--- src/rtl/divn_pkg.sv ---
package divn_pkg;

  typedef enum logic [2:0] {
    DM_HOLD = 3'd0,
    DM_10   = 3'd1,
    DM_8    = 3'd2,
    DM_5    = 3'd3,
    DM_4    = 3'd4,
    DM_2    = 3'd5
  } div_mode_e;

  // {a,b,c}: b=c=0 is hold regardless of a
  function automatic div_mode_e decode_k(input logic [2:0] k);
    div_mode_e m;
    if (k[1:0] == 2'b00) m = DM_HOLD;
    else begin
      case (k)
        3'b110:  m = DM_10;
        3'b010:  m = DM_8;
        3'b101:  m = DM_5;
        3'b001:  m = DM_4;
        default: m = DM_2;
      endcase
    end
    return m;
  endfunction

  function automatic int first_modulus(input div_mode_e m);
    case (m)
      DM_10:   return 10;
      DM_8:    return 8;
      DM_5:    return 5;
      DM_4:    return 4;
      default: return 2;
    endcase
  endfunction

  function automatic int first_width(input div_mode_e m);
    case (m)
      DM_10:       return 4;
      DM_8, DM_5:  return 3;
      DM_4:        return 2;
      default:     return 1;
    endcase
  endfunction

endpackage

--- src/rtl/divn_first_stage.sv ---
module divn_first_stage
  import divn_pkg::*;
#(
  parameter int FS_W = 4,
  parameter int LS_W = 3
) (
  input  logic            clk,
  input  logic            rst_n,
  input  logic            load,
  input  logic            step,
  input  div_mode_e       mode,
  input  logic [FS_W-1:0] jam_lo,
  output logic [LS_W-1:0] ls_init,
  output logic            borrow_out,
  output logic            le_one
);

  logic [FS_W-1:0] fs_q, fs_d, modv, raw, mask;
  logic            fs_en;
  int              nb;

  always_comb begin
    nb      = first_width(mode);
    modv    = FS_W'(first_modulus(mode));
    mask    = FS_W'((1 << nb) - 1);
    raw     = jam_lo & mask;
    ls_init = LS_W'(jam_lo >> nb);
    fs_en   = load | step;
    if (load)              fs_d = (raw >= modv) ? raw - modv : raw;
    else if (fs_q == '0)   fs_d = modv - 1'b1;
    else                   fs_d = fs_q - 1'b1;
    borrow_out = step & (fs_q == '0);
    le_one     = (fs_q <= FS_W'(1));
  end

  always_ff @(posedge clk or negedge rst_n) begin
    if (!rst_n)     fs_q <= '0;
    else if (fs_en) fs_q <= fs_d;
  end

  // after a load the first section never sits at or above the modulus
  p_first_in_range_r2: assert property (@(posedge clk) disable iff (!rst_n)
    load |=> (fs_q < modv || mode != $past(mode)));

endmodule

--- src/rtl/divn_decade.sv ---
module divn_decade #(
  parameter int DIG_W = 4,
  parameter int RADIX = 10
) (
  input  logic             clk,
  input  logic             rst_n,
  input  logic             load,
  input  logic             step_in,
  input  logic [DIG_W-1:0] jam_dig,
  output logic             borrow_out,
  output logic             is_zero
);

  logic [DIG_W-1:0] dig_q, dig_d;
  logic             dig_en;

  always_comb begin
    dig_en = load | step_in;
    if (load)               dig_d = jam_dig;
    else if (dig_q == '0)   dig_d = DIG_W'(RADIX - 1);
    else                    dig_d = dig_q - 1'b1;
    borrow_out = step_in & (dig_q == '0);
    is_zero    = (dig_q == '0);
  end

  always_ff @(posedge clk or negedge rst_n) begin
    if (!rst_n)      dig_q <= '0;
    else if (dig_en) dig_q <= dig_d;
  end

  p_digit_wrap_r3: assert property (@(posedge clk) disable iff (!rst_n)
    (step_in && !load && is_zero) |=> (dig_q == DIG_W'(RADIX - 1)));

endmodule

--- src/rtl/divn_last_stage.sv ---
module divn_last_stage #(
  parameter int LS_W = 3
) (
  input  logic            clk,
  input  logic            rst_n,
  input  logic            load,
  input  logic            step_in,
  input  logic [LS_W-1:0] ls_init,
  output logic            is_zero
);

  logic [LS_W-1:0] ls_q, ls_d;
  logic            ls_en;

  always_comb begin
    ls_en = load | step_in;
    if (load) ls_d = ls_init;
    else      ls_d = ls_q - 1'b1;
    is_zero = (ls_q == '0);
  end

  always_ff @(posedge clk or negedge rst_n) begin
    if (!rst_n)     ls_q <= '0;
    else if (ls_en) ls_q <= ls_d;
  end

  // a borrow never reaches an empty last stage
  p_last_no_underflow_r2: assert property (@(posedge clk) disable iff (!rst_n)
    step_in |-> !is_zero);

endmodule

--- src/rtl/divn_counter.sv ---
module divn_counter
  import divn_pkg::*;
#(
  parameter  int FS_W  = 4,
  parameter  int LS_W  = 3,
  parameter  int NDEC  = 3,
  parameter  int DIG_W = 4,
  localparam int JAM_W = FS_W + NDEC * DIG_W
) (
  input  logic             clk,
  input  logic             rst_n,
  input  logic [2:0]       mode_k,
  input  logic [JAM_W-1:0] jam,
  input  logic             latch_en,
  output logic             pulse_out
);

  div_mode_e       mode;
  logic            hold, term, load, step;
  logic            armed_q, armed_d, pulse_q, pulse_d;
  logic            fs_borrow, fs_le1, ls_zero, upper_zero;
  logic [LS_W-1:0] ls_init;
  logic [NDEC:0]   chain;
  logic [NDEC-1:0] dec_zero;

  always_comb begin
    mode       = decode_k(mode_k);
    hold       = (mode == DM_HOLD);
    upper_zero = (&dec_zero) & ls_zero;
    term       = armed_q & upper_zero & fs_le1;
    load       = hold | ~armed_q | term;
    step       = ~hold & armed_q & ~term;
    armed_d    = ~hold;
    pulse_d    = ~hold & (term | (latch_en & pulse_q));
  end

  divn_first_stage #(.FS_W(FS_W), .LS_W(LS_W)) u_first (
    .clk(clk), .rst_n(rst_n), .load(load), .step(step), .mode(mode),
    .jam_lo(jam[FS_W-1:0]), .ls_init(ls_init),
    .borrow_out(fs_borrow), .le_one(fs_le1)
  );

  assign chain[0] = fs_borrow;

  for (genvar i = 0; i < NDEC; i++) begin : g_digit
    divn_decade #(.DIG_W(DIG_W), .RADIX(10)) u_dig (
      .clk(clk), .rst_n(rst_n), .load(load), .step_in(chain[i]),
      .jam_dig(jam[FS_W + i*DIG_W +: DIG_W]),
      .borrow_out(chain[i+1]), .is_zero(dec_zero[i])
    );
  end

  divn_last_stage #(.LS_W(LS_W)) u_last (
    .clk(clk), .rst_n(rst_n), .load(load), .step_in(chain[NDEC]),
    .ls_init(ls_init), .is_zero(ls_zero)
  );

  always_ff @(posedge clk or negedge rst_n) begin
    if (!rst_n) begin
      armed_q <= 1'b0;
      pulse_q <= 1'b0;
    end else begin
      armed_q <= armed_d;
      pulse_q <= pulse_d;
    end
  end

  assign pulse_out = pulse_q;

  p_hold_quiet_r6: assert property (@(posedge clk) disable iff (!rst_n)
    hold |=> !pulse_out);

  p_latch_keep_r8: assert property (@(posedge clk) disable iff (!rst_n)
    (latch_en && pulse_out && !hold) |=> pulse_out);

  p_arm_no_pulse_r7: assert property (@(posedge clk) disable iff (!rst_n)
    $rose(armed_q) |-> !pulse_out);

  p_hold_disarms_r6: assert property (@(posedge clk) disable iff (!rst_n)
    hold |=> !armed_q);

endmodule

--- config.mk ---
export PLATFORM = sky130hd
export DESIGN_NAME = divn_counter
export DESIGN_NICKNAME = d
export VERILOG_FILES = /design/src/rtl/divn_pkg.sv /design/src/rtl/divn_first_stage.sv /design/src/rtl/divn_decade.sv /design/src/rtl/divn_last_stage.sv /design/src/rtl/divn_counter.sv
export SDC_FILE = /design/constraint.sdc
export NUM_CORES = 1
export LEC_CHECK = 0
export BUFFER_PORTS_ARGS = -buffer_cell sky130_fd_sc_hd__buf_2
export CAP_MARGIN = 10
export CORE_ASPECT_RATIO = 1.2
export CORE_MARGIN = 5
export CORE_UTILIZATION = 54
export CTS_BUF_LIST = sky130_fd_sc_hd__clkbuf_2 sky130_fd_sc_hd__clkbuf_4 sky130_fd_sc_hd__clkbuf_8
export DETAILED_ROUTE_END_ITERATION = 8
export PLACE_DENSITY = 0.84
export SLEW_MARGIN = 20
export SYNTH_ARGS = -nofsm -noshare
export SYNTH_HDL_FRONTEND = slang
export SYNTH_SLANG_ARGS = --single-unit
export TNS_END_PERCENT = 5
--- constraint.sdc ---
create_clock -name clk -period 2.3 [get_ports clk]
set_input_delay 0.23 -clock clk [delete_from_list [all_inputs] [get_ports clk]]
set_output_delay 0.23 -clock clk [all_outputs]
set_load 0.1 [all_outputs]
Word level (Yosys, flattened, before mapping)
Index checks and enable logic that the tools add are counted.
{"block": "word_totals", "ff_bits": 21, "in_bits": 22, "out_inout_bits": 1, "word_cells": 73}
{"block": "op_classes", "n_addsub": 8, "magnitude_cmp": 2, "eq_ne": 8, "shift": 2, "muxes": 14, "bitwise": 23, "n_reduce_logical": 9}
{"op": "$mux W4", "count": 9}
{"op": "$sub A4 B1 Y4 const B", "count": 5}
{"op": "$logic_not A4 Y1", "count": 4}
{"op": "$pmux W4 S4", "count": 1}
{"op": "$pmux W3 S4", "count": 1}
{"op": "$and A1 B1 Y1", "count": 11}
{"op": "$eq A3 B2 Y1 const B", "count": 3}
{"op": "$eq A3 B3 Y1 const B", "count": 3}
{"op": "$pmux W3 S3", "count": 1}
{"op": "$or A1 B1 Y1", "count": 8}
{"op": "$eq A3 B1 Y1 const B", "count": 2}
{"op": "$logic_not A3 Y1", "count": 2}
{"op": "$mux W3", "count": 2}
{"op": "$and A4 B4 Y4", "count": 1}
{"op": "$ge A4 B4 Y1", "count": 1}
{"op": "$le A4 B1 Y1 const B", "count": 1}
{"op": "$shl A1 B3 Y4 const A", "count": 1}
{"op": "$shr A4 B3 Y3", "count": 1}
{"op": "$sub A4 B2 Y4 const B", "count": 1}
{"op": "$sub A4 B4 Y4", "count": 1}
{"op": "$not A1 Y1", "count": 3}
{"op": "$reduce_and A3 Y1", "count": 1}
{"op": "$sub A3 B1 Y3 const B", "count": 1}
{"op": "$logic_not A2 Y1", "count": 1}
{"op": "$reduce_or A2 Y1", "count": 1}

Longest topological paths before layout
Gate-level depths: netlist (run 1).
{"block": "logic_depth", "word_depth": 12, "ltp_mapped": 12, "ltp_nobuf": 12}

Modules after synthesis
From an unflattened synthesis (run 1), not the netlist that was laid out.
{"block": "hier_totals", "hier_cells": 194, "area_unflattened_um2": 1697.9}
{"mod": "divn_first_stage", "instances": 1, "cells_each": 89, "area_each_um2": 698.2, "seq_area_each_um2": 100.1}
{"mod": "divn_decade", "instances": 3, "cells_each": 23, "area_each_um2": 229.0, "seq_area_each_um2": 100.1}
{"mod": "divn_last_stage", "instances": 1, "cells_each": 19, "area_each_um2": 171.4, "seq_area_each_um2": 75.1}
{"mod": "divn_counter", "instances": 1, "cells_each": 17, "area_each_um2": 141.4, "seq_area_each_um2": 50.0}

Worst setup path after synthesis (run 1)
OpenSTA, ideal clock, no wires.
{"block": "synth_timing", "path_type": "input port to flip-flop", "startpoint": "in mode_k[0]", "endpoint": "reg u_first.fs_q[1]", "setup_ns": 0.077, "arrival_time_ns": 2.642, "required_ns": 2.223, "setup_slack_ns": -0.420, "path_stages": 10, "n_path_buf": 0, "cell_sequence": "inv_1 -> ha_1 -> or4b_2 -> a21oi_1 -> ha_1 -> fa_1 -> a31oi_1 -> nor2_1 -> mux2_2 -> a21oi_1"}
{"block": "synth_via", "elab_chain_cells": 12, "word_cells_on_any_way": 30, "cone_classes": "3 x add/sub; 1 x order compare; 8 x eq/ne; 1 x shift; 7 x mux; 7 x bitwise; 3 x reduce/logical"}
{"item": "from (decl)", "line": "divn_counter.sv:12", "text": "input logic [2:0] mode_k,"}
{"item": "$eq A3 B1 Y1 (tied with other cells)", "line": "divn_pkg.sv:17", "text": "case (k)"}
{"item": "$pmux W3 S4", "line": "divn_pkg.sv:17"}
{"item": "$mux W3 (*)", "line": "divn_pkg.sv:15", "text": "if (k[1:0] == 2'b00) m = DM_HOLD;"}
{"item": "$eq A3 B2 Y1", "line": "divn_pkg.sv:29, divn_pkg.sv:39"}
{"item": "$reduce_or A2 Y1", "line": "divn_pkg.sv:39", "text": "case (m)"}
{"item": "$pmux W3 S3", "line": "divn_pkg.sv:39"}
{"item": "$shl A1 B3 Y4", "line": "divn_first_stage.sv:25", "text": "mask = FS_W'((1 << nb) - 1);"}
{"item": "$sub A4 B2 Y4", "line": "divn_first_stage.sv:25"}
{"item": "$and A4 B4 Y4", "line": "divn_first_stage.sv:26", "text": "raw = jam_lo & mask;"}
{"item": "$sub A4 B4 Y4 / $ge A4 B4 Y1 (equally long branches)", "line": "divn_first_stage.sv:29", "text": "if (load) fs_d = (raw >= modv) ? raw - modv : raw;"}
{"item": "$mux W4", "line": "divn_first_stage.sv:29"}
{"item": "$mux W4 (*)", "line": "divn_first_stage.sv:29"}
{"item": "named net u_first.fs_d[1]", "line": "divn_first_stage.sv:18", "text": "logic [FS_W-1:0] fs_q, fs_d, modv, raw, mask;"}
{"item": "to (signal assigned)", "line": "divn_first_stage.sv:38", "text": "else if (fs_en) fs_q <= fs_d;"}
{"item": "to (decl)", "line": "divn_first_stage.sv:18"}
The timed path passes the listed nets; every way through them passes the cells marked *.
A chain may end at the register's enable or synchronous reset.

Final worst setup path (run 1)
Same ends and word-level chain as after synthesis.

==> impl_metrics.py, run 1 <==
metrics = {
    "route": {
        "dr.pass1.iters": 5,
        "wl_per_cell_um": 15.1,
        "drtAntennaViolNets": 0,
        "viasPerCell": 5.98,
        "vias": 1849,
        "drt_iter0_drc": 126,
        "drc": 0,
        "drt_wl_total_um": 4660,
    },
    "synthesis": {
        "async_flop_share_pct": 100,
        "ys_ff_latch": 21,
        "avgSynthCellArea_sq_um": 8.45,
        "synth_fp_nets": 251,
        "synthCells": 213,
        "synth-seq-area-share_pct": 29.2,
        "yosysUniqueCellTypes": 50,
        "synth_edf_count": 0,
        "synth_top_cell_by_area": "dfrtp_1",
        "ys_warn_count": 0,
        "synth.area.top_cells": "dfrtp_1 (29%), ha_1 (10%), nand2_1 (5.0%)",
        "netlist_area_sq_um": 1800,
        "ys.flop_type": "dfrtp_1",
        "synthTopCellsByCount": "nand2_1 (24), dfrtp_1 (21), inv_1 (16)",
        "yosysMostFrequentCell": "nand2_1",
        "netlist.area_leader.share_pct": 29.2,
    },
    "clock_tree": {
        "clkSinkCount": 21,
        "postCtsSetupBuffers": 0,
        "cts.clk_slew.worst_paths_ps": 80,
        "cts_buffers": 3,
        "tritoncts": "built",
        "insertion_delay_ps": 260,
        "cts_buffer_depth": 2,
        "htreeDepth": 1,
        "root_buffer": "clkbuf_8",
    },
    "pwr": {
        "p_sw_share_pct": 37.6,
        "power_leakage_uw": 0.00111,
        "p_per_area_nw_per_um2": 582,
        "p_sw_uw": 538,
        "p_comb_share_pct": 47.0,
        "clockPowerShare_pct": 16.8,
        "ir_drop_mv": 0.615,
        "internal_power_uw": 894,
        "seqPwrFrac_pct": 36.2,
    },
    "critical_path": {
        "cpLargestDelayFamily": "simple AND/OR/NAND/NOR gates",
        "cp_num_buf_inv": 2,
        "crit_path_frequent_cell": "ha_4",
        "criticalPathCategory": "primary input to register",
        "cp_cell_sequence": "buf_8 -> clkinvlp_4 -> ha_4 -> or4b_4 -> a21oi_4 -> ha_4 -> fa_2 -> a31oi_4 -> nor2_4 -> mux2_4 -> a21oi_2",
        "critPathLaunchType": "primary input",
        "worstPathMaxFanout": 3,
        "slowest_delay_ps": 550,
        "endpoint_kind": "register",
        "worst-endpoint-required_ps": 2490,
        "cpMaxStageDelayCell": "or4b_4",
        "worstPathArrival_ps": 2500,
    },
    "global_route": {
        "first_global_vias": 1765,
        "grt_max_degree": 25,
        "grt.total_usage_pct": 19.5,
        "antenna_found_initial": 0,
        "grt_overflow": 0,
        "grt_pass1_wl_um": 7290,
    },
    "timing": {
        "setup_viol": 1,
        "skew_ps": 5.69,
        "rsz0062_at_grt": "true",
        "post-route-period-util_pct": 100,
        "finalCriticalPeriod_ps": 2310,
        "worst_slack_ps": -9.25,
        "finalSetupTns_ps": -9.25,
        "drv_slew": 0,
        "clock.fmax_mhz": 433,
        "worstMarginPinSlew_ps": 484,
        "relSlewSlack_pct": 68.0,
        "hold_violations": 0,
    },
    "die": {
        "coreArea_sq_um": 3280,
        "dieArea_sq_um": 4590,
        "num_rows": 23,
        "die_y_um": 73.3,
        "die_w_um": 62.7,
        "initial_utilization_pct": 54.9,
        "io_pins": 23,
    },
    "placement": {
        "hpwl_um": 3340,
        "port_buffers": 22,
        "routabilityCongestion": 0.883,
        "pre_cts_ws_ps": -283,
    },
    "flow_run": {
        "maxCapViolCount": 0,
    },
    "final_layout": {
        "fin_nets": 311,
        "final_core_util_pct": 75.0,
        "syn_to_final_growth_pct": 36.7,
        "n_antenna_cell": 0,
        "drive_above_1_share_pct": 36.4,
        "n_fill_cell": 232,
    },
    "run_status": {
        "status": "finished, violations left",
        "violations": "setup timing",
    },
    "worst_hold_path": {
        "hold_class": "primary input to register",
    },
}
## what timing repair did
action | 4_1_cts | 5_1_grt
setup endpoints to repair | 2 | 5
hold buffers | 1 | 0
hold endpoints to repair | 21 | 0
gates resized for setup | 1 | 25
pin swaps | 1 | 13
## layer usage
metal	global-route usage (%)	up-vias	wire length (um)
li1	-	878	-
met1	19.7	881	1750
met2	38.4	60	2440
met4	10.1	0	292
met3	2.75	30	191
met5	0	-	0
## cell usage in the layout, fill, tap and decap left out, drive strengths merged, types with 2 or more instances in the layout
| cell type | count |
|---|---|
| or4b | 2 |
| inv | 14 |
| mux2 | 3 |
| or4 | 2 |
| clkbuf | 3 |
| nand2 | 24 |
| nor3 | 5 |
| and3 | 4 |
| mux2i | 5 |
| xnor2 | 6 |
| a31oi | 4 |
| o211ai | 2 |
| nand3 | 4 |
| clkinvlp | 2 |
| dfrtp | 21 |
| nand2b | 4 |
| nor4 | 4 |
| a21oi | 15 |
| buf | 61 |
| a21o | 5 |
| or2 | 2 |
| o21a | 2 |
| xor2 | 3 |
| o2111ai | 3 |
| nor2b | 6 |
| o21ai | 19 |
| ha | 15 |
| or3b | 2 |
| nor3b | 2 |
| nor2 | 13 |
## power groups by stage
stage | Clock (uW) | Sequential, uW | Combinational [uW]
after floorplan | 0 | 509 | 391
after global placement | 0 | 519 | 568
after detailed placement | 0 | 524 | 595
after CTS | 243 | 516 | 616
after global routing | 260 | 531 | 734
final | 241 | 518 | 673
## sequential cells by signal, indices dropped and copies added (netlist names)
register and count:
armed_q 1, u_first.fs_q 4, g_digit.u_dig.dig_q 12, u_last.ls_q 3, pulse_out 1
## worst min-delay path: stages
cell and delay (ps):
buf_2 70, nand2_1 50, o21ai_2 40
## worst paths after layout
check	startpoint	slack, ps	cells after the start	to
setup / recovery	mode_k[0]	-9	11	u_first.fs_q[1]
hold / removal	jam[13]	160	3	g_digit[2].u_dig.dig_q[1]
setup reg to reg	u_first.fs_q[1]	160	7	g_digit[2].u_dig.dig_q[1]
hold reg to reg	pulse_out	550	2	pulse_out
max in group asynchronous	rst_n	1520	2	g_digit[0].u_dig.dig_q[1]
min in group asynchronous	rst_n	450	2	g_digit[1].u_dig.dig_q[0]
## cells by family after synthesis
logic type               after synthesis  synth area share [%]
AND/OR/NAND/NOR                       78                  23.8
AO/OA/AOI/OAI                         58                  21.0
buffers and inverters                 23                  5.42
flip-flops                            21                  29.2
adder cells (fa/ha/maj)               16                  11.5
XOR/XNOR                               9                  4.38
multiplexers                           8                  4.66
## final cells by class
class	instances	area [sq um]	share of cell area [%]
multi-input cells	169	1330	54.0
flip-flops and latches	21	526	21.4
repair buffers	62	445	18.1
inverters	16	67.6	2.75
well taps	37	46.3	1.88
clock buffers	3	41.3	1.68
clock inverters	1	5.00	0.203
## per-stage QoR
step / area (sq um) / hold WS, ps / instances / power, uW
finish: 2460 / 163 / 309 / 1430
global route: 2460 / 167 / 309 / 1520
CTS: 2340 / 165 / 309 / 1370
detailed placement: 2280 / 207 / 304 / 1120
global placement: 2280 / 209 / 304 / 1090
floorplan: 1850 / -65.6 / 213 / 900
(Power assumes the default switching activity.)
==> run 2, diff against run 1 <==
Settings changed: ABC_AREA from default to 1, CORE_UTILIZATION 54 to 55, PLACE_DENSITY 0.84 to 0.85.
==> run 2 against run 1 <==
  * Flip-flop and latch count did not move
  * Register-to-register slack improved by 180 ps
  * Sequential power rose by 14%
  * The flow now finishes without violations
  * Sequential share of layout area rose by 2.2 points
  * Global-route usage fell by 0.56 points
  * Total power rose by 16%
  * Critical path depth rose by 6
  * Routed wire length fell by 13%
  * Clock skew rose by 1.8 ps
  * Clock power rose by 7%
==> impl_metrics.py, run 2 <==
metrics = {
    "global_route": {
        "grt_overflow": 0,
        "first_global_vias": 1800,
        "antenna_found_initial": 0,
        "grt_max_degree": 22,
        "grt_pass1_wl_um": 7280,
        "grt.total_usage_pct": 18.9,
    },
    "timing": {
        "post-route-period-util_pct": 90.7,
        "finalSetupTns_ps": 0,
        "finalCriticalPeriod_ps": 2090,
        "worstMarginPinSlew_ps": 485,
        "relSlewSlack_pct": 67.9,
        "setup_viol": 0,
        "skew_ps": 7.47,
        "hold_violations": 0,
        "rsz0062_at_grt": "false",
        "clock.fmax_mhz": 479,
        "drv_slew": 0,
    },
    "critical_path": {
        "reg2reg_depth": 12,
        "cpMaxStageDelayCell": "fa_2",
        "cp_cell_sequence": "buf_2 -> inv_4 -> ha_2 -> inv_1 -> nor2_1 -> nor2_1 -> nand4_1 -> inv_1 -> ha_2 -> fa_2 -> inv_2 -> nand3_1 -> o211ai_1 -> buf_4 -> nand2_1 -> o21ai_0 -> o21ai_1",
        "reg2reg_from": "u_first.fs_q[0]",
        "worstPathMaxFanout": 4,
        "crit_end": "u_first.fs_q[1]",
        "slowest_delay_ps": 360,
        "cp-startpoint": "mode_k[1]",
        "ff2ff_setup_slack_ps": 340,
        "criticalPathCategory": "primary input to register",
        "endpoint_kind": "register",
        "worstPathArrival_ps": 2230,
        "reg2reg_to": "u_first.fs_q[2]",
        "critPathLaunchType": "primary input",
        "worst-endpoint-required_ps": 2450,
    },
    "placement": {
        "routabilityCongestion": 0.996,
        "port_buffers": 22,
        "dpl-instance-area_sq_um": 2140,
        "hpwl_um": 3210,
    },
    "final_layout": {
        "mostFrequentLayoutCell": "nand2_1",
        "regMostFlops": "g_digit.u_dig.dig_q",
        "reg.largest.list": "g_digit.u_dig.dig_q: 12 flops, u_first.fs_q: 4 flops, u_last.ls_q: 3 flops",
        "stdcell_area_sq_um": 2230,
        "final_core_util_pct": 66.7,
        "n_antenna_cell": 0,
        "final_cell_mix": "nand2_1 (79), inv_1 (40), nor2_1 (27), buf_2 (22), dfrtp_1 (21)",
        "n_fill_cell": 304,
        "largest_reg_flops": 12,
        "fin_nets": 356,
        "syn_to_final_growth_pct": 17.5,
        "drive_above_1_share_pct": 21.1,
    },
    "synthesis": {
        "yosysMostFrequentCell": "nand2_1",
        "synthCells": 279,
        "yosysUniqueCellTypes": 32,
        "netlist.area_leader.share_pct": 27.7,
        "synth_top_cell_by_area": "dfrtp_1",
        "async_flop_share_pct": 100,
        "ys_warn_count": 0,
        "ys_ff_latch": 21,
        "synth.area.top_cells": "dfrtp_1 (28%), nand2_1 (16%), ha_1 (9.9%)",
        "synthTopCellsByCount": "nand2_1 (79), inv_1 (43), nor2_1 (29)",
        "synth_edf_count": 0,
        "ys.flop_type": "dfrtp_1",
        "avgSynthCellArea_sq_um": 6.79,
        "synth-seq-area-share_pct": 27.7,
        "netlist_area_sq_um": 1900,
        "synth_fp_nets": 317,
    },
    "route": {
        "drt_wl_total_um": 4060,
        "wl_per_cell_um": 11.5,
        "drt_iter0_drc": 98,
        "viasPerCell": 5.21,
        "vias": 1846,
        "dr.pass1.iters": 4,
        "drc": 0,
        "drtAntennaViolNets": 0,
    },
    "clock_tree": {
        "cts.clk_slew.worst_paths_ps": 70,
        "cts_buffer_depth": 2,
        "cts_buffers": 3,
        "htreeDepth": 1,
        "clkSinkCount": 21,
        "tritoncts": "built",
        "insertion_delay_ps": 270,
        "postCtsSetupBuffers": 0,
        "root_buffer": "clkbuf_8",
    },
    "die": {
        "io_pins": 23,
        "dieArea_sq_um": 4730,
        "die_y_um": 74.3,
        "num_rows": 23,
        "die_w_um": 63.6,
        "coreArea_sq_um": 3340,
        "initial_utilization_pct": 56.8,
    },
    "worst_hold_path": {
        "hold_class": "primary input to register",
        "min_path_cells": 3,
    },
    "run_status": {
        "status": "complete, no violations",
    },
    "pwr": {
        "ir_drop_mv": 0.528,
        "total_power_uw": 1670,
        "power_leakage_uw": 0.00121,
        "p_per_area_nw_per_um2": 748,
    },
    "flow_run": {
        "maxCapViolCount": 0,
    },
}
-- run 2: cell families (layout without fill, tap and decap cells) --
logic type	Yosys count	in the layout	share of synthesized area, %
flops	21	21	27.7
compound gates	41	41	12.4
simple gates	147	147	35.3
xor+xnor	5	5	2.31
buf+inv	49	87	11.3
fa+ha+maj	16	16	11.0
-- run 2: what timing repair did --
action,CTS,global route
endpoints found under the hold margin,21,0
hold buffers,1,0
gates resized for setup,0,7
endpoints found under the setup margin,0,3
-- run 2: worst min-delay path by stage --
| stage | slack, ps | to | start |
|---|---|---|---|
| after floorplan | -70 | armed_q | rst_n |
| after global placement | 210 | g_digit[1].u_dig.dig_q[0] | rst_n |
| after detailed placement | 210 | g_digit[1].u_dig.dig_q[1] | rst_n |
| after CTS | 200 | g_digit[0].u_dig.dig_q[0] | jam[4] |
| after global routing | 210 | g_digit[0].u_dig.dig_q[0] | jam[4] |
| final | 200 | g_digit[0].u_dig.dig_q[0] | jam[4] |
-- run 2: worst max-delay path, delay by kind of cell --
family	cells	cell delay (ps)
fa+ha+maj	3	730
simple gates	5	370
compound gates	3	300
buf+inv	6	580
-- run 2: per-layer routing --
metal  track usage [%]  vias to the layer above  part of all wire [%]
met5                 0                        -                     0
met4              7.16                        0                   1.9
met1              19.8                      838                    41
li1                  -                      965                     -
met2              37.9                       36                    54
met3              2.42                        7                   3.1
-- run 2: final cells by class --
class / count / area, sq um / area share (%)
Timing Repair Buffer: 39 / 240 / 10.8
Multi-Input combinational cell: 209 / 1200 / 53.7
Clock buffer: 4 / 48.8 / 2.19
Tap cell: 37 / 46.3 / 2.08
Sequential cell: 21 / 526 / 23.6
Inverter: 44 / 170 / 7.64
-- run 2: power breakdown --
part	internal, uW	switching (uW)
Combinational	344	473
Clock	135	122
Sequential	491	100
-- run 2: per-stage QoR --
stage | cells | setup slack [ps] | hold slack [ps]
after global routing | 354 | 1.87 | 215
after CTS | 354 | 145 | 200
after detailed placement | 349 | -132 | 215
after global placement | 349 | -37.0 | 206
after floorplan | 279 | 9.44 | -65.6
final | 354 | 213 | 196
==> run 3, diff against run 2 <==
--- a/config.mk
+++ b/config.mk
@@ -11,11 +11,13 @@
 export CORE_ASPECT_RATIO = 1.2
 export CORE_MARGIN = 5
-export CORE_UTILIZATION = 55
+export CORE_UTILIZATION = 54
 export CTS_BUF_LIST = sky130_fd_sc_hd__clkbuf_2 sky130_fd_sc_hd__clkbuf_4 sky130_fd_sc_hd__clkbuf_8
 export DETAILED_ROUTE_END_ITERATION = 8
-export PLACE_DENSITY = 0.85
+export PLACE_DENSITY = 0.84
+export RECOVER_POWER = 50
 export SLEW_MARGIN = 20
 export SYNTH_ARGS = -nofsm -noshare
 export SYNTH_HDL_FRONTEND = slang
+export SYNTH_HIERARCHICAL = 1
 export SYNTH_SLANG_ARGS = --single-unit
 export TNS_END_PERCENT = 5
==> constraint.sdc (replaced) <==
create_clock -name clk -period 2.3 [get_ports clk]
set_input_delay 0.23 -clock clk [delete_from_list [all_inputs] [get_ports clk]]
set_output_delay 0.23 -clock clk [all_outputs]
set_load 0.05 [all_outputs]
==> run 3 against run 2 <==
  * The flow now finishes with violations (setup timing)
  * Clock skew is 0.83 ps higher
  * Final area increased by 0.84%
  * Sequential power is 7.3% lower
  * Core utilization increased by 1.1 points
  * Highest routed layer unchanged
==> impl_metrics.py, run 3 <==
metrics = {
    "route": {
        "drc": 0,
        "drt_wl_total_um": 4020,
        "drt_iter0_drc": 73,
        "dr.pass1.iters": 4,
        "drtAntennaViolNets": 0,
        "vias": 1800,
        "viasPerCell": 5.14,
        "wl_per_cell_um": 11.5,
    },
    "pwr": {
        "p_sw_uw": 677,
        "p_sw_share_pct": 42.7,
        "ir_drop_mv": 0.459,
        "seqPwrFrac_pct": 34.7,
        "internal_power_uw": 908,
        "clockPowerShare_pct": 15.7,
        "p_comb_share_pct": 49.6,
        "power_leakage_uw": 0.00122,
        "p_per_area_nw_per_um2": 706,
    },
    "critical_path": {
        "reg2reg_depth": 20,
        "criticalPathCategory": "register to register",
        "crit_end": "u_last/ls_q[2]",
        "endpoint_kind": "register",
        "worstPathArrival_ps": 2460,
        "worst-endpoint-required_ps": 2450,
        "reg2reg_from": "u_first/fs_q[0]",
        "cp_num_buf_inv": 6,
        "worst-path-stages": 20,
        "reg2reg_to": "u_last/ls_q[2]",
        "slowest_delay_ps": 410,
        "cp_cell_sequence": "inv_2 -> ha_4 -> nand2_4 -> nand2_2 -> nand2_1 -> nor2_1 -> nand2_2 -> nand2_8 -> inv_6 -> inv_4 -> nor2_4 -> inv_2 -> nor3_4 -> inv_2 -> nor3_4 -> inv_2 -> nor3_4 -> nor2_2 -> nand2_1 -> nand3_1",
        "crit_path_frequent_cell": "inv_2",
        "cpLargestDelayFamily": "simple AND/OR/NAND/NOR gates",
        "worstPathMaxFanout": 4,
        "ff2ff_setup_slack_ps": -10,
        "cp-startpoint": "u_first/fs_q[0]",
        "cpMaxStageDelayCell": "dfrtp_1",
        "critPathLaunchType": "register",
    },
    "die": {
        "num_rows": 23,
        "initial_utilization_pct": 55.7,
        "dieArea_sq_um": 4690,
        "io_pins": 23,
        "coreArea_sq_um": 3310,
        "die_y_um": 74.0,
        "die_w_um": 63.3,
    },
    "clock_tree": {
        "insertion_delay_ps": 260,
        "cts_buffer_depth": 2,
        "tritoncts": "built",
        "cts_buffers": 3,
        "htreeDepth": 1,
        "cts.clk_slew.worst_paths_ps": 80,
        "root_buffer": "clkbuf_8",
        "clkSinkCount": 21,
    },
    "final_layout": {
        "reg.largest.list": "g_digit.u_dig/dig_q: 12 flops, u_first/fs_q: 4 flops, u_last/ls_q: 3 flops",
        "drive_above_1_share_pct": 27.5,
        "syn_to_final_growth_pct": 21.9,
        "largest_reg_flops": 12,
        "fin_nets": 345,
        "stdcell_area_sq_um": 2250,
        "final_cell_mix": "nand2_1 (78), inv_1 (38), nand3_1 (24), nor2_1 (23)",
        "regMostFlops": "g_digit.u_dig/dig_q",
        "n_antenna_cell": 0,
        "final_core_util_pct": 67.9,
        "mostFrequentLayoutCell": "nand2_1",
    },
    "placement": {
        "hpwl_um": 3160,
        "routabilityCongestion": 0.901,
        "port_buffers": 22,
        "dpl-instance-area_sq_um": 2160,
    },
    "timing": {
        "finalSetupTns_ps": -12.4,
        "post-route-period-util_pct": 101,
        "finalCriticalPeriod_ps": 2310,
        "relSlewSlack_pct": 26.6,
        "worst_slack_ps": -12.4,
        "rsz0062_at_grt": "true",
        "setup_viol": 1,
        "skew_ps": 8.31,
        "hold_violations": 0,
        "worstMarginPinSlew_ps": 1100,
        "drv_slew": 0,
        "clock.fmax_mhz": 432,
    },
    "synthesis": {
        "synth_fp_nets": 304,
        "ys.flop_type": "dfrtp_1",
        "yosysMostFrequentCell": "nand2_1",
        "ys_ff_latch": 21,
        "ys_warn_count": 6,
        "netlist_area_sq_um": 1840,
        "synth_edf_count": 0,
        "netlist.area_leader.share_pct": 28.5,
        "avgSynthCellArea_sq_um": 6.75,
        "synth.area.top_cells": "dfrtp_1 (29%), nand2_1 (16%), inv_1 (9.0%)",
        "synthTopCellsByCount": "nand2_1 (81), inv_1 (44), nand3_1 (24)",
        "synth_top_cell_by_area": "dfrtp_1",
        "synthCells": 273,
        "async_flop_share_pct": 100,
        "synth-seq-area-share_pct": 28.5,
        "yosysUniqueCellTypes": 27,
    },
    "worst_hold_path": {
        "hold_class": "primary input to register",
        "min_from": "jam[15]",
    },
    "global_route": {
        "first_global_vias": 1746,
        "grt.total_usage_pct": 17.8,
        "grt_pass1_wl_um": 7010,
        "antenna_found_initial": 0,
        "grt_max_degree": 34,
        "grt_overflow": 0,
    },
    "run_status": {
        "violations": "setup timing",
        "status": "finished, violations left",
    },
    "flow_run": {
        "maxCapViolCount": 0,
    },
}
## run 3: cell types whose count changed after synthesis, sizes merged, moves of 6 or more
cell,change
a21oi,+6
ha,-7
nand2,+10
o21ai,-19
nand3,+8
## run 3: stage by stage
stage	setup slack (ps)	cells	hold slack (ps)	total power [uW]
after floorplan	-49.5	273	-65.6	1120
after global placement	43.7	343	208	1280
after detailed placement	-31.3	343	210	1310
after CTS	5.19	348	191	1560
after global routing	-207	350	202	1730
final	-12.4	350	190	1580
## run 3: cells by family after synthesis
| kind of cell | after synthesis | synth area share [%] |
|---|---|---|
| XOR/XNOR | 1 | 0.475 |
| adder cells (fa/ha/maj) | 9 | 6.52 |
| AND/OR/NAND/NOR | 170 | 46.0 |
| flip-flops | 21 | 28.5 |
| AO/OA/AOI/OAI | 27 | 9.30 |
| buffers and inverters | 45 | 9.16 |
## run 3: repair_timing
item / CTS / global route
setup buffers: 0 / 2
pin swaps: 0 / 1
hold buffers: 1 / 0
endpoints found under the setup margin: 4 / 11
resized for setup: 4 / 3
hold endpoints to repair: 21 / 0
## run 3: worst min path at each step
stage,to,cells past startpoint
5_1_grt,g_digit[2].u_dig/dig_q[3],3
2_1_floorplan,armed_q,0
3_3_place_gp,g_digit[0].u_dig/dig_q[2],1
4_1_cts,g_digit[1].u_dig/dig_q[3],3
3_5_place_dp,g_digit[0].u_dig/dig_q[2],1
6_report,g_digit[2].u_dig/dig_q[3],3
## run 3: cell type report
| type | count | area [sq um] |
|---|---|---|
| clock buffer | 4 | 48.8 |
| fill | 296 | 1060 |
| inverter | 45 | 176 |
| multi-input combinational | 207 | 1230 |
| sequential | 21 | 526 |
| tap | 37 | 46.3 |
| timing repair buffer | 36 | 220 |
## run 3: worst min-delay path, cell delays in order
cell     delay (ps)
buf_2            70
nand2_1          50
nand3_2          60
## run 3: power by group through the flow
stage	registers, uW	logic [uW]	clock network (uW)
final	549	786	249
after global routing	566	889	270
after CTS	550	760	253
after detailed placement	555	752	0
after global placement	551	730	0
after floorplan	545	577	0
## run 3: routing by layer
layer	vias to the layer above	wire, um	track usage [%]
li1	950	-	-
met1	814	1630	20.1
met2	32	2200	34.7
met3	4	151	2.57
met4	0	36	4.85
met5	-	0	0
